===== config.mk =====
export PLATFORM = sky130hd
export DESIGN_NAME = svp_supervisor
export DESIGN_NICKNAME = d
export VERILOG_FILES = /design/src/rtl/svp_pkg.sv /design/src/rtl/svp_mask_timer.sv /design/src/rtl/svp_uv_monitor.sv /design/src/rtl/svp_ovp_clamp.sv /design/src/rtl/svp_supervisor.sv
export SDC_FILE = /design/constraint.sdc
export NUM_CORES = 1
export LEC_CHECK = 0
export BUFFER_PORTS_ARGS = -buffer_cell sky130_fd_sc_hd__buf_4
export CORE_MARGIN = 2
export CORE_UTILIZATION = 27
export CTS_BUF_LIST = sky130_fd_sc_hd__clkbuf_16
export CTS_CLUSTER_DIAMETER = 30
export CTS_CLUSTER_SIZE = 20
export DETAILED_ROUTE_END_ITERATION = 8
export PLACE_DENSITY = 0.56
export SYNTH_ARGS = -nofsm -noshare
export SYNTH_HDL_FRONTEND = slang
export SYNTH_SLANG_ARGS = --single-unit

===== constraint.sdc =====
create_clock -name clk -period 2.9 [get_ports clk]
set_clock_uncertainty 0.15 [all_clocks]
set_input_delay 0.435 -clock clk [delete_from_list [all_inputs] [get_ports clk]]
set_output_delay 0.435 -clock clk [all_outputs]
set_load 0.02 [all_outputs]

===== src/rtl/svp_pkg.sv =====
package svp_pkg;
  typedef enum logic [1:0] {
    SUP_OFF   = 2'd0,
    SUP_CLAMP = 2'd1,
    SUP_RUN   = 2'd2
  } sup_region_e;
endpackage


===== src/rtl/svp_mask_timer.sv =====
module svp_mask_timer #(
  parameter int TAIL = 32
) (
  input  logic clk,
  input  logic rst_n,
  input  logic enable,
  input  logic slew,
  output logic mask_now,
  output logic mask_q
);
  localparam int CW = $clog2(TAIL + 1);

  logic [CW-1:0] cnt_q, cnt_d;
  logic          cnt_en;

  always_comb begin
    cnt_d  = cnt_q;
    cnt_en = 1'b0;
    if (!enable) begin
      cnt_d  = '0;
      cnt_en = 1'b1;
    end else if (slew) begin
      cnt_d  = CW'(TAIL);
      cnt_en = 1'b1;
    end else if (cnt_q != '0) begin
      cnt_d  = cnt_q - 1'b1;
      cnt_en = 1'b1;
    end
  end

  assign mask_now = enable & (slew | (cnt_q != '0));

  always_ff @(posedge clk or negedge rst_n) begin
    if (!rst_n) begin
      cnt_q  <= '0;
      mask_q <= 1'b0;
    end else begin
      if (cnt_en) cnt_q <= cnt_d;
      mask_q <= mask_now;
    end
  end
endmodule


===== src/rtl/svp_uv_monitor.sv =====
module svp_uv_monitor #(
  parameter int MV_W      = 16,
  parameter int UV_MARGIN = 750,
  parameter int PERSIST   = 2
) (
  input  logic            clk,
  input  logic            rst_n,
  input  logic            run,
  input  logic            masked,
  input  logic [MV_W-1:0] vsen,
  input  logic [MV_W-1:0] vref,
  output logic            fault
);
  localparam int PW = (PERSIST > 1) ? $clog2(PERSIST) : 1;

  logic [PW-1:0] pcnt_q, pcnt_d;
  logic          fault_d;
  logic [MV_W:0] vsen_plus;
  logic          low_cond;

  assign vsen_plus = {1'b0, vsen} + (MV_W+1)'(UV_MARGIN);
  assign low_cond  = run & ~masked & (vsen_plus < {1'b0, vref});

  always_comb begin
    pcnt_d  = pcnt_q;
    fault_d = fault;
    if (!run) begin
      pcnt_d  = '0;
      fault_d = 1'b0;
    end else if (!fault) begin
      if (low_cond) begin
        if (pcnt_q == PW'(PERSIST - 1)) fault_d = 1'b1;
        else                            pcnt_d  = pcnt_q + 1'b1;
      end else begin
        pcnt_d = '0;
      end
    end
  end

  always_ff @(posedge clk or negedge rst_n) begin
    if (!rst_n) begin
      pcnt_q <= '0;
      fault  <= 1'b0;
    end else begin
      pcnt_q <= pcnt_d;
      fault  <= fault_d;
    end
  end
endmodule


===== src/rtl/svp_ovp_clamp.sv =====
module svp_ovp_clamp #(
  parameter int MV_W   = 16,
  parameter int SET_MV = 1800,
  parameter int REL_MV = 1450
) (
  input  logic            clk,
  input  logic            rst_n,
  input  logic            active,
  input  logic [MV_W-1:0] fbr,
  output logic            ls_on
);
  logic ls_d;

  always_comb begin
    ls_d = ls_on;
    if (!active)                    ls_d = 1'b0;
    else if (fbr > MV_W'(SET_MV))   ls_d = 1'b1;
    else if (fbr < MV_W'(REL_MV))   ls_d = 1'b0;
  end

  always_ff @(posedge clk or negedge rst_n) begin
    if (!rst_n) ls_on <= 1'b0;
    else        ls_on <= ls_d;
  end
endmodule


===== src/rtl/svp_supervisor.sv =====
module svp_supervisor #(
  parameter int MV_W         = 16,
  parameter int VCC_CLAMP_MV = 3000,
  parameter int VCC_ON_MV    = 4500,
  parameter int UV_MARGIN    = 750,
  parameter int UV_PERSIST   = 2,
  parameter int MASK_TAIL    = 32,
  parameter int CLAMP_SET_MV = 1800,
  parameter int CLAMP_REL_MV = 1450
) (
  input  logic            clk,
  input  logic            rst_n,
  input  logic [MV_W-1:0] vsen_mv,
  input  logic [MV_W-1:0] fbr_mv,
  input  logic [MV_W-1:0] vref_mv,
  input  logic [MV_W-1:0] vcc_mv,
  input  logic            out_en,
  input  logic            ref_flag,
  output logic            uv_fault,
  output logic            all_off,
  output logic            ls_on,
  output logic            prot_mask
);
  import svp_pkg::*;

  sup_region_e region;
  logic        mask_now;
  logic        run;

  always_comb begin
    if (vcc_mv < MV_W'(VCC_CLAMP_MV))   region = SUP_OFF;
    else if (vcc_mv < MV_W'(VCC_ON_MV)) region = SUP_CLAMP;
    else                                region = SUP_RUN;
  end

  assign run = (region == SUP_RUN) & out_en;

  svp_mask_timer #(.TAIL(MASK_TAIL)) u_mask (
    .clk      (clk),
    .rst_n    (rst_n),
    .enable   (region != SUP_OFF),
    .slew     (ref_flag),
    .mask_now (mask_now),
    .mask_q   (prot_mask)
  );

  svp_uv_monitor #(
    .MV_W      (MV_W),
    .UV_MARGIN (UV_MARGIN),
    .PERSIST   (UV_PERSIST)
  ) u_uv (
    .clk    (clk),
    .rst_n  (rst_n),
    .run    (run),
    .masked (mask_now),
    .vsen   (vsen_mv),
    .vref   (vref_mv),
    .fault  (uv_fault)
  );

  svp_ovp_clamp #(
    .MV_W   (MV_W),
    .SET_MV (CLAMP_SET_MV),
    .REL_MV (CLAMP_REL_MV)
  ) u_clamp (
    .clk    (clk),
    .rst_n  (rst_n),
    .active (region == SUP_CLAMP),
    .fbr    (fbr_mv),
    .ls_on  (ls_on)
  );

  assign all_off = uv_fault;
endmodule


### Word level (Yosys, flattened, before mapping)

Cells that the tools add are included.

| word-level totals | value |
|---|---|
| input port bits | 68 |
| register bits after elaboration | 10 |
| output and inout port bits | 4 |

| operators by class | value |
|---|---|
| equal/unequal tests | 5 |
| magnitude comparators | 5 |
| mux-type cells | 19 |
| add/subtract/negate cells | 3 |
| bitwise operators | 6 |
| reductions and logical operators | 3 |

Operators with widths:

| kind | number |
|---|---|
| 2-to-1 mux 6 bit | 3 |
| adder 16 x 10 -> 17 bit, second input constant | 1 |
| < comparator 17 x 16 -> 1 bit | 1 |
| > comparator 16 x 11 -> 1 bit, second input constant | 1 |
| < comparator 16 x 11 -> 1 bit, second input constant | 1 |
| < comparator 16 x 12 -> 1 bit, second input constant | 1 |
| < comparator 16 x 13 -> 1 bit, second input constant | 1 |
| 2-to-1 mux 1 bit | 14 |
| inequality test 3 bit, second input constant | 2 |
| nonzero test 6 bit | 1 |
| subtractor 6 x 1 -> 6 bit, second input constant | 1 |
| bitwise AND 1 bit | 4 |
| 2-to-1 mux 2 bit | 2 |
| == test 2 x 1 -> 1 bit, second input constant | 1 |
| == test 2 bit, second input constant | 1 |
| inequality test 2 bit, second input constant | 1 |
| AND reduction 2 bit | 1 |
| nonzero test 2 bit | 1 |
| adder 1 bit, second input constant | 1 |
| NOT 1 bit | 1 |
| bitwise OR 1 bit | 1 |

### Longest topological paths before layout

Gate-level depths: netlist of run 1.

| logic depth | value |
|---|---|
| depth in word-level cells | 11 |
| gate-level depth with buffers | 13 |
| gate-level depth less buffers | 13 |

### Cells and area by module

A second synthesis of run 1 with hierarchy kept.

| unflattened totals | value |
|---|---|
| cells, all modules | 169 |
| area total of the unflattened synthesis | 1366.3 µm² |

By module, submodules not included:

| module | times used | seq. area each (µm²) | cells each | area each (µm²) |
|---|---|---|---|---|
| svp_uv_monitor | 1 | 50.0 | 107 | 772.0 |
| svp_mask_timer | 1 | 175.2 | 34 | 381.6 |
| svp_ovp_clamp | 1 | 25.0 | 13 | 108.9 |
| svp_supervisor | 1 | 0.0 | 15 | 103.8 |

### Worst setup path before layout of run 1

Ideal clock, no wire load.

| timing | value |
|---|---|
| kind | in2reg |
| from | input port vsen_mv[1] |
| to | register u_uv.pcnt_q |
| stages | 13 |
| library setup time | 0.121 ns |
| arrival | 2.490 ns |
| slack | 0.138 ns |
| buffers on the path | 0 |
| data required time | 2.629 ns |
| cells stage by stage | inv_1 > ha_1 > nand2b_1 > a21bo_2 > a21oi_1 > nor2b_1 > xor2_1 > ha_1 > nand3_1 > nor3_1 > o311ai_0 > and4_1 > a22o_2 |

| on the way | value |
|---|---|
| longest elaborated chain between the ends | 6 |

RTL lines:

| element | line | RTL |
|---|---|---|
| start: declaration | svp_supervisor.sv:13 | `input logic [MV_W-1:0] vsen_mv,` |
| adder 16 x 10 -> 17 bit | svp_uv_monitor.sv:21 | `assign vsen_plus = {1'b0, vsen} + (MV_W+1)'(UV_MARGIN);` |
| < comparator 17 x 16 -> 1 bit | svp_uv_monitor.sv:22 | `assign low_cond = run & ~masked & (vsen_plus < {1'b0, vref});` |
| bitwise AND 1 bit | svp_uv_monitor.sv:22 |  |
| 2-to-1 mux 1 bit | svp_uv_monitor.sv:31 | `if (low_cond) begin` |
| 2-to-1 mux 1 bit | svp_uv_monitor.sv:30 | `end else if (!fault) begin` |
| 2-to-1 mux 1 bit | svp_uv_monitor.sv:27 | `if (!run) begin` |
| end signal: assignment | svp_uv_monitor.sv:45 | `pcnt_q <= pcnt_d;` |
| end: declaration | svp_uv_monitor.sv:16 | `logic [PW-1:0] pcnt_q, pcnt_d;` |

Every way passes these cells. The select of a mux whose other input is x is not followed.
A chain may end at the register's enable or synchronous reset.

### Worst setup path in the final report of run 1

Ends and elaborated chain as after synthesis.

==> impl_metrics.tcl, run 1 <==
set metrics [dict create \
    ant_nets 0 \
    fin_cells 306 \
    coreArea_um2 4440 \
    die_w_um 72.6 \
    worstPathArrival_ns 2.66 \
    vias_per_cell 4.60 \
    nNetsFinal 340 \
    synth_mux_area_frac 0 \
    wl_met1_mm 1.45 \
    grt_max_degree 11 \
    cts_inserted_buffers 3 \
    start_util 0.285 \
    drt-pass1-iter-count 4 \
    grt_pass1_wl_mm 5.31 \
    crit_family "compound AO/OA/AOI/OAI gates" \
    routed-via-count 1409 \
    fmax_ghz 0.373 \
    dp_cells 301 \
    drt_iter0_drc 52 \
    reg2reg_from "u_mask.cnt_q[0]$_DFFE_PN0P_" \
    root_buffer "clkbuf_16" \
    synthXorXnorAreaFrac 0.110 \
    dr_wl_met3_um 207 \
    grt_pass1_vias 1308 \
    syn_area_per_cell_um2 7.46 \
    critPathMaxFanout 3 \
    startpoint "vsen_mv[1]" \
    clock-sinks 10 \
    vdd_ir_drop_max_v 0.000198 \
    tritoncts "built" \
    postCtsSetupBuffers 0 \
    antenna_found_initial 0 \
    crit_top_cell "ha_1" \
    status "finished, final reports clean" \
    power_density_nw_per_um2 386 \
    syn_nets 255 \
    drt-total-wl_mm 3.16 \
    synth_flop_cell "dfrtp_1" \
    die_area_um2 5260 \
    r2r_slack_ns 0.73 \
    dp_hpwl_mm 2.79 \
    synthCells 170 \
    endpoint "u_uv.pcnt_q$_DFFE_PN0P_" \
    synthSimpleGateAreaFrac 0.255 \
    async_flop_share 1.00 \
    synth-edff-count 0 \
    rr_endpoint "u_uv.pcnt_q$_DFFE_PN0P_" \
    slew_violations 0 \
    synth_fa_ha_area_frac 0.168 \
    reg2reg_depth 7 \
    hold_path.class "input port to register" \
    max_slew_margin 0.563 \
    finalHoldViolCount 0 \
    io_pins 72 \
    overflow 0 \
    synth_compound_area_frac 0.180 \
    die_h_um 72.6 \
    syn2layout_area_growth_pct 59.6 \
    required_ns 2.87 \
    ys_warn_count 0 \
    clk_pin_slew_ns 0.04 \
    clockBufferDepth 2 \
    timing.critical_path.buf_inv 2 \
    grtUsageTotal 0.123 \
    port_buffers 69 \
    synth_top_family_by_area "simple AND/OR/NAND/NOR gates" \
    worst_pin_slew_ns 0.647 \
    holdWs_ns 0.261 \
    tns_ns 0 \
    highest_layer "met4" \
    wire_per_inst_um 10.3 \
    place.gp.congestion 0.766 \
    finalCritPeriodShare 0.925 \
    register_area_um2 250 \
    crit_path_start_kind "input port" \
    multi_input_area_um2 915 \
    synth-seq-cells 10 \
    cts_max_level 1 \
    critPathMaxStageDelay_ns 0.29 \
    drv_cap 0 \
    clk_latency_ns 0.24 \
    path_class "input port to register" \
    synth_cell_types 35 \
    cp.depth 14 \
    fin_crit_ns 2.68 \
    rows 24 \
    syn_area_um2 1270 \
    p_total_uw 782 \
    wl_met2_mm 1.50 \
    worst_setup_path_end_kind "register" \
    drc_errors 0 \
    synth-seq-area-share 0.197 \
    fillCellCount 468 \
    cp_slowest_cell "ha_1" \
    path_cells "buf_4 > inv_1 > ha_1 > nand2b_1 > a21bo_2 > a21oi_2 > nor2b_1 > xor2_1 > ha_1 > nand3_1 > nor3_2 > o311ai_0 > and4_1 > a22o_2" \
    setup_viol 0 \
    drive_above_1_share 0.358 \
    p_leak_nw 1.05 \
    diodes 0 \
]
metal layers:
layer	vias up	track usage
li1	754	-
met1	608	0.167
met2	45	0.202
met3	2	0.0278
met4	0	0.0185
met5	-	0
worst min-delay path by stage:
stage | from | to | slack [ns] | cells after the start
2_1_floorplan | rst_n | u_clamp.ls_on$_DFFE_PN0P_ | -0.01 | 0
3_3_place_gp | rst_n | u_mask.mask_q$_DFF_PN0_ | 0.12 | 1
3_5_place_dp | rst_n | u_mask.cnt_q[4]$_DFFE_PN0P_ | 0.12 | 1
4_1_cts | ref_flag | u_mask.cnt_q[3]$_DFFE_PN0P_ | 0.26 | 2
5_1_grt | ref_flag | u_mask.cnt_q[3]$_DFFE_PN0P_ | 0.27 | 2
6_report | ref_flag | u_mask.cnt_q[2]$_DFFE_PN0P_ | 0.26 | 2
what timing repair did:
item                                   CTS  global route
hold buffers                             1             0
resized for setup                        0             2
setup endpoints to repair                0             2
endpoints found under the hold margin   10             0
registers in the layout, indices dropped and copies added (netlist names):
| name | flops |
|---|---|
| u_mask.cnt_q | 6 |
| u_clamp.ls_on | 1 |
| u_mask.mask_q | 1 |
| u_uv.fault | 1 |
| u_uv.pcnt_q | 1 |
cell type report:
type | instances | area share
repair buffers | 81 | 0.302
multi-input cells | 131 | 0.452
well taps | 52 | 0.0321
flip-flops and latches | 10 | 0.124
clock inverters | 1 | 0.00185
inverters | 28 | 0.0519
clock buffers | 3 | 0.0371
placed cells by master (no fill, tap or decap), types with 2 or more instances in the layout:
master and n:
a31oi_1 3, or4_1 2, xnor2_1 10, nand3_1 6
a211oi_1 3, xor2_1 6, a21oi_1 14, a22o_2 2
o21ai_0 3, and3_1 2, nand2_1 14, dfrtp_1 10
inv_1 28, nand2b_1 4, nor2_1 16, clkbuf_16 3
nor3_1 9, ha_1 17, buf_4 80, o221ai_1 2
report_power, final:
part | switching [mW] | internal, mW
sequential | 0.0292 | 0.176
clock | 0.0633 | 0.181
combinational | 0.145 | 0.188
total | 0.238 | 0.544
cells in the mapped netlist (all sizes together) (2+ instances only):
| cell type | number | area, um^2 |
|---|---|---|
| dfrtp | 10 | 250 |
| inv | 28 | 105 |
| nand2b | 5 | 38.8 |
| a22o | 2 | 20.0 |
| xnor2 | 10 | 87.6 |
| ha | 17 | 213 |
| and3 | 2 | 12.5 |
| nand2 | 14 | 52.6 |
| nand3 | 6 | 30.0 |
| a21oi | 15 | 75.1 |
| o221ai | 2 | 17.5 |
| nor3 | 10 | 50.1 |
| a211oi | 3 | 22.5 |
| xor2 | 6 | 52.6 |
| a31oi | 3 | 18.8 |
| or4 | 3 | 26.3 |
| nor2 | 16 | 60.1 |
| o21ai | 3 | 15.0 |
metrics by stage:
stage                     cell area (um^2)  setup WS [ns]   util
after floorplan                       1270          0.138      -
after global placement                1930         -0.190  0.434
after detailed placement              1930         -0.212  0.434
after CTS                             2020         0.0374  0.454
after global routing                  2020        -0.0381  0.456
final                                 2020          0.218  0.456
cells by family after synthesis:
family,Yosys count
compound gates,35
xor+xnor,16
fa+ha+maj,17
buf+inv,29
flops,10
simple gates,63
No activity file was read; power rests on OpenSTA's default activity.
==> run 2, diff against run 1 <==
--- a/config.mk
+++ b/config.mk
@@ -6,7 +6,8 @@
 export NUM_CORES = 1
 export LEC_CHECK = 0
 export BUFFER_PORTS_ARGS = -buffer_cell sky130_fd_sc_hd__buf_4
-export CORE_MARGIN = 2
+export CAP_MARGIN = 20
+export CORE_MARGIN = 8
 export CORE_UTILIZATION = 27
 export CTS_BUF_LIST = sky130_fd_sc_hd__clkbuf_16
 export CTS_CLUSTER_DIAMETER = 30
==> run 2 against run 1 <==
Against the previous run: sequential share of layout area fell by 0.18 points; core utilization fell by 1.2 points; sequential power barely moved; die area rose by 36%; clock power fell by 2%; largest cell class unchanged; highest routed layer unchanged.
==> impl_metrics.tcl, run 2 (synthesis gave the netlist of run 1 again) <==
set metrics [dict create \
    status "finished, final reports clean" \
    regMostFlops "u_mask.cnt_q" \
    power_density_nw_per_um2 383 \
    place.gp.congestion 0.762 \
    vdd_ir_drop_max_v 0.000189 \
    path_class "input port to register" \
    cts_max_level 1 \
    dp_cells 304 \
    grt_pass1_wl_mm 6.44 \
    worst_pin_slew_ns 0.650 \
    port_buffers 69 \
    p_total_uw 787 \
    antenna_found_initial 0 \
    hold_path.class "input port to register" \
    routed-via-count 1410 \
    max_slew_margin 0.561 \
    largest_reg_flops 6 \
    rsz0062_at_grt "false" \
    coreArea_um2 4630 \
    p_leak_nw 1.06 \
    dp_hpwl_mm 3.29 \
    clk_pin_slew_ns 0.04 \
    die_area_um2 7150 \
    fillCellCount 476 \
    crit_path_start_kind "input port" \
    pwr-share-comb 0.436 \
    tns_ns 0 \
    ant_nets 0 \
    clockBufferDepth 2 \
    seqPwrFrac 0.260 \
    rows 25 \
    min_path_cells 2 \
    fin_cells 308 \
    final_cell_mix "buf_4, inv_1, ha_1" \
    start_util 0.274 \
    reg2reg_from "u_mask.cnt_q[0]$_DFFE_PN0P_" \
    switching_share 0.306 \
    reg2reg_depth 7 \
    dpl_worst_slack_ns -0.203 \
    die_w_um 84.6 \
    internal_power_uw 546 \
    grtUsageTotal 0.106 \
    drt-total-wl_mm 3.71 \
    worstPathArrival_ns 2.71 \
    drv_cap 0 \
    syn2layout_area_growth_pct 61.9 \
    drc_errors 0 \
    io_pins 72 \
    grt_pass1_vias 1498 \
    nNetsFinal 341 \
    fmax_ghz 0.365 \
    finalCritPeriodShare 0.945 \
    clk_latency_ns 0.24 \
    drive_above_1_share 0.374 \
    overflow 0 \
    min_to "u_mask.cnt_q[2]$_DFFE_PN0P_" \
    cts_inserted_buffers 3 \
    critPathMaxFanout 3 \
    r2r_slack_ns 0.68 \
    diodes 0 \
    wire_per_inst_um 12.1 \
    fin_crit_ns 2.74 \
    slew_violations 0 \
    grt_max_degree 11 \
    drt_iter0_drc 32 \
    layout_setup_ws_ns 0.159 \
    tritoncts "built" \
    setup_viol 0 \
    required_ns 2.87 \
    rr_endpoint "u_uv.fault$_DFF_PN0_" \
    die_h_um 84.6 \
    finalHoldViolCount 0 \
    worst_setup_path_end_kind "register" \
    layout_commonest_cell "buf_4" \
    power.share.clock 0.304 \
    p_switching_uw 241 \
    startpoint "vsen_mv[1]" \
    register_area_um2 250 \
    root_buffer "clkbuf_16" \
    multi_input_area_um2 938 \
    min_from "ref_flag" \
    clock-sinks 10 \
    vias_per_cell 4.58 \
    drt-pass1-iter-count 4 \
]
-- run 2: worst max-delay path by stage --
stage,to,depth (start not counted)
2_1_floorplan,u_uv.pcnt_q$_DFFE_PN0P_,13
3_3_place_gp,u_uv.pcnt_q$_DFFE_PN0P_,14
3_5_place_dp,u_uv.pcnt_q$_DFFE_PN0P_,14
4_1_cts,u_uv.pcnt_q$_DFFE_PN0P_,14
5_1_grt,u_uv.pcnt_q$_DFFE_PN0P_,15
6_report,u_uv.pcnt_q$_DFFE_PN0P_,15
-- run 2: timing repair --
item / 4_1_cts / 5_1_grt
setup endpoints to repair: 0 / 2
setup buffers: 0 / 0
endpoints found under the hold margin: 10 / 0
gates resized for setup: 0 / 6
hold buffers: 1 / 0
-- run 2: power by group through the flow --
stage          Clock, mW  Combinational, mW  Sequential (mW)
2_1_floorplan          0              0.204            0.203
3_3_place_gp           0              0.332            0.206
3_5_place_dp           0              0.338            0.206
4_1_cts            0.243              0.341            0.204
5_1_grt            0.250              0.400            0.210
6_report           0.239              0.343            0.204
-- run 2: metrics by stage --
| stage | instance area (um^2) | hold WS [ns] | utilization |
|---|---|---|---|
| floorplan | 1270 | -0.0106 | - |
| global placement | 1940 | 0.122 | 0.418 |
| detailed placement | 1940 | 0.124 | 0.418 |
| CTS | 2020 | 0.273 | 0.437 |
| global route | 2050 | 0.286 | 0.444 |
| finish | 2050 | 0.273 | 0.444 |
-- run 2: layout make-up --
cell class              count  area share
multi-input cells         131       0.457
repair buffers             82       0.301
flip-flops and latches     10       0.122
inverters                  28      0.0512
clock buffers               3      0.0365
well taps                  54      0.0329
-- run 2: per-layer routing --
metal  track usage  routed length, um  share of wire  up-vias
met5             0                  0              0        -
met1         0.127               1630           0.44      611
met4        0.0291                 35         0.0094        0
met3        0.0341                249          0.067        5
met2         0.178               1800           0.48       35
li1              -                  -              -      759
-- run 2: worst max-delay path: stages --
cell and delay [ns]:
buf_4 0.12, inv_1 0.07, ha_1 0.16, nand2b_1 0.08, a21bo_2 0.25, a21oi_4 0.16
nor2b_1 0.07, xor2_1 0.14, ha_1 0.32, nand3_2 0.10, buf_4 0.15, o221ai_1 0.20
a211oi_1 0.07, and4_1 0.18, a22o_2 0.22
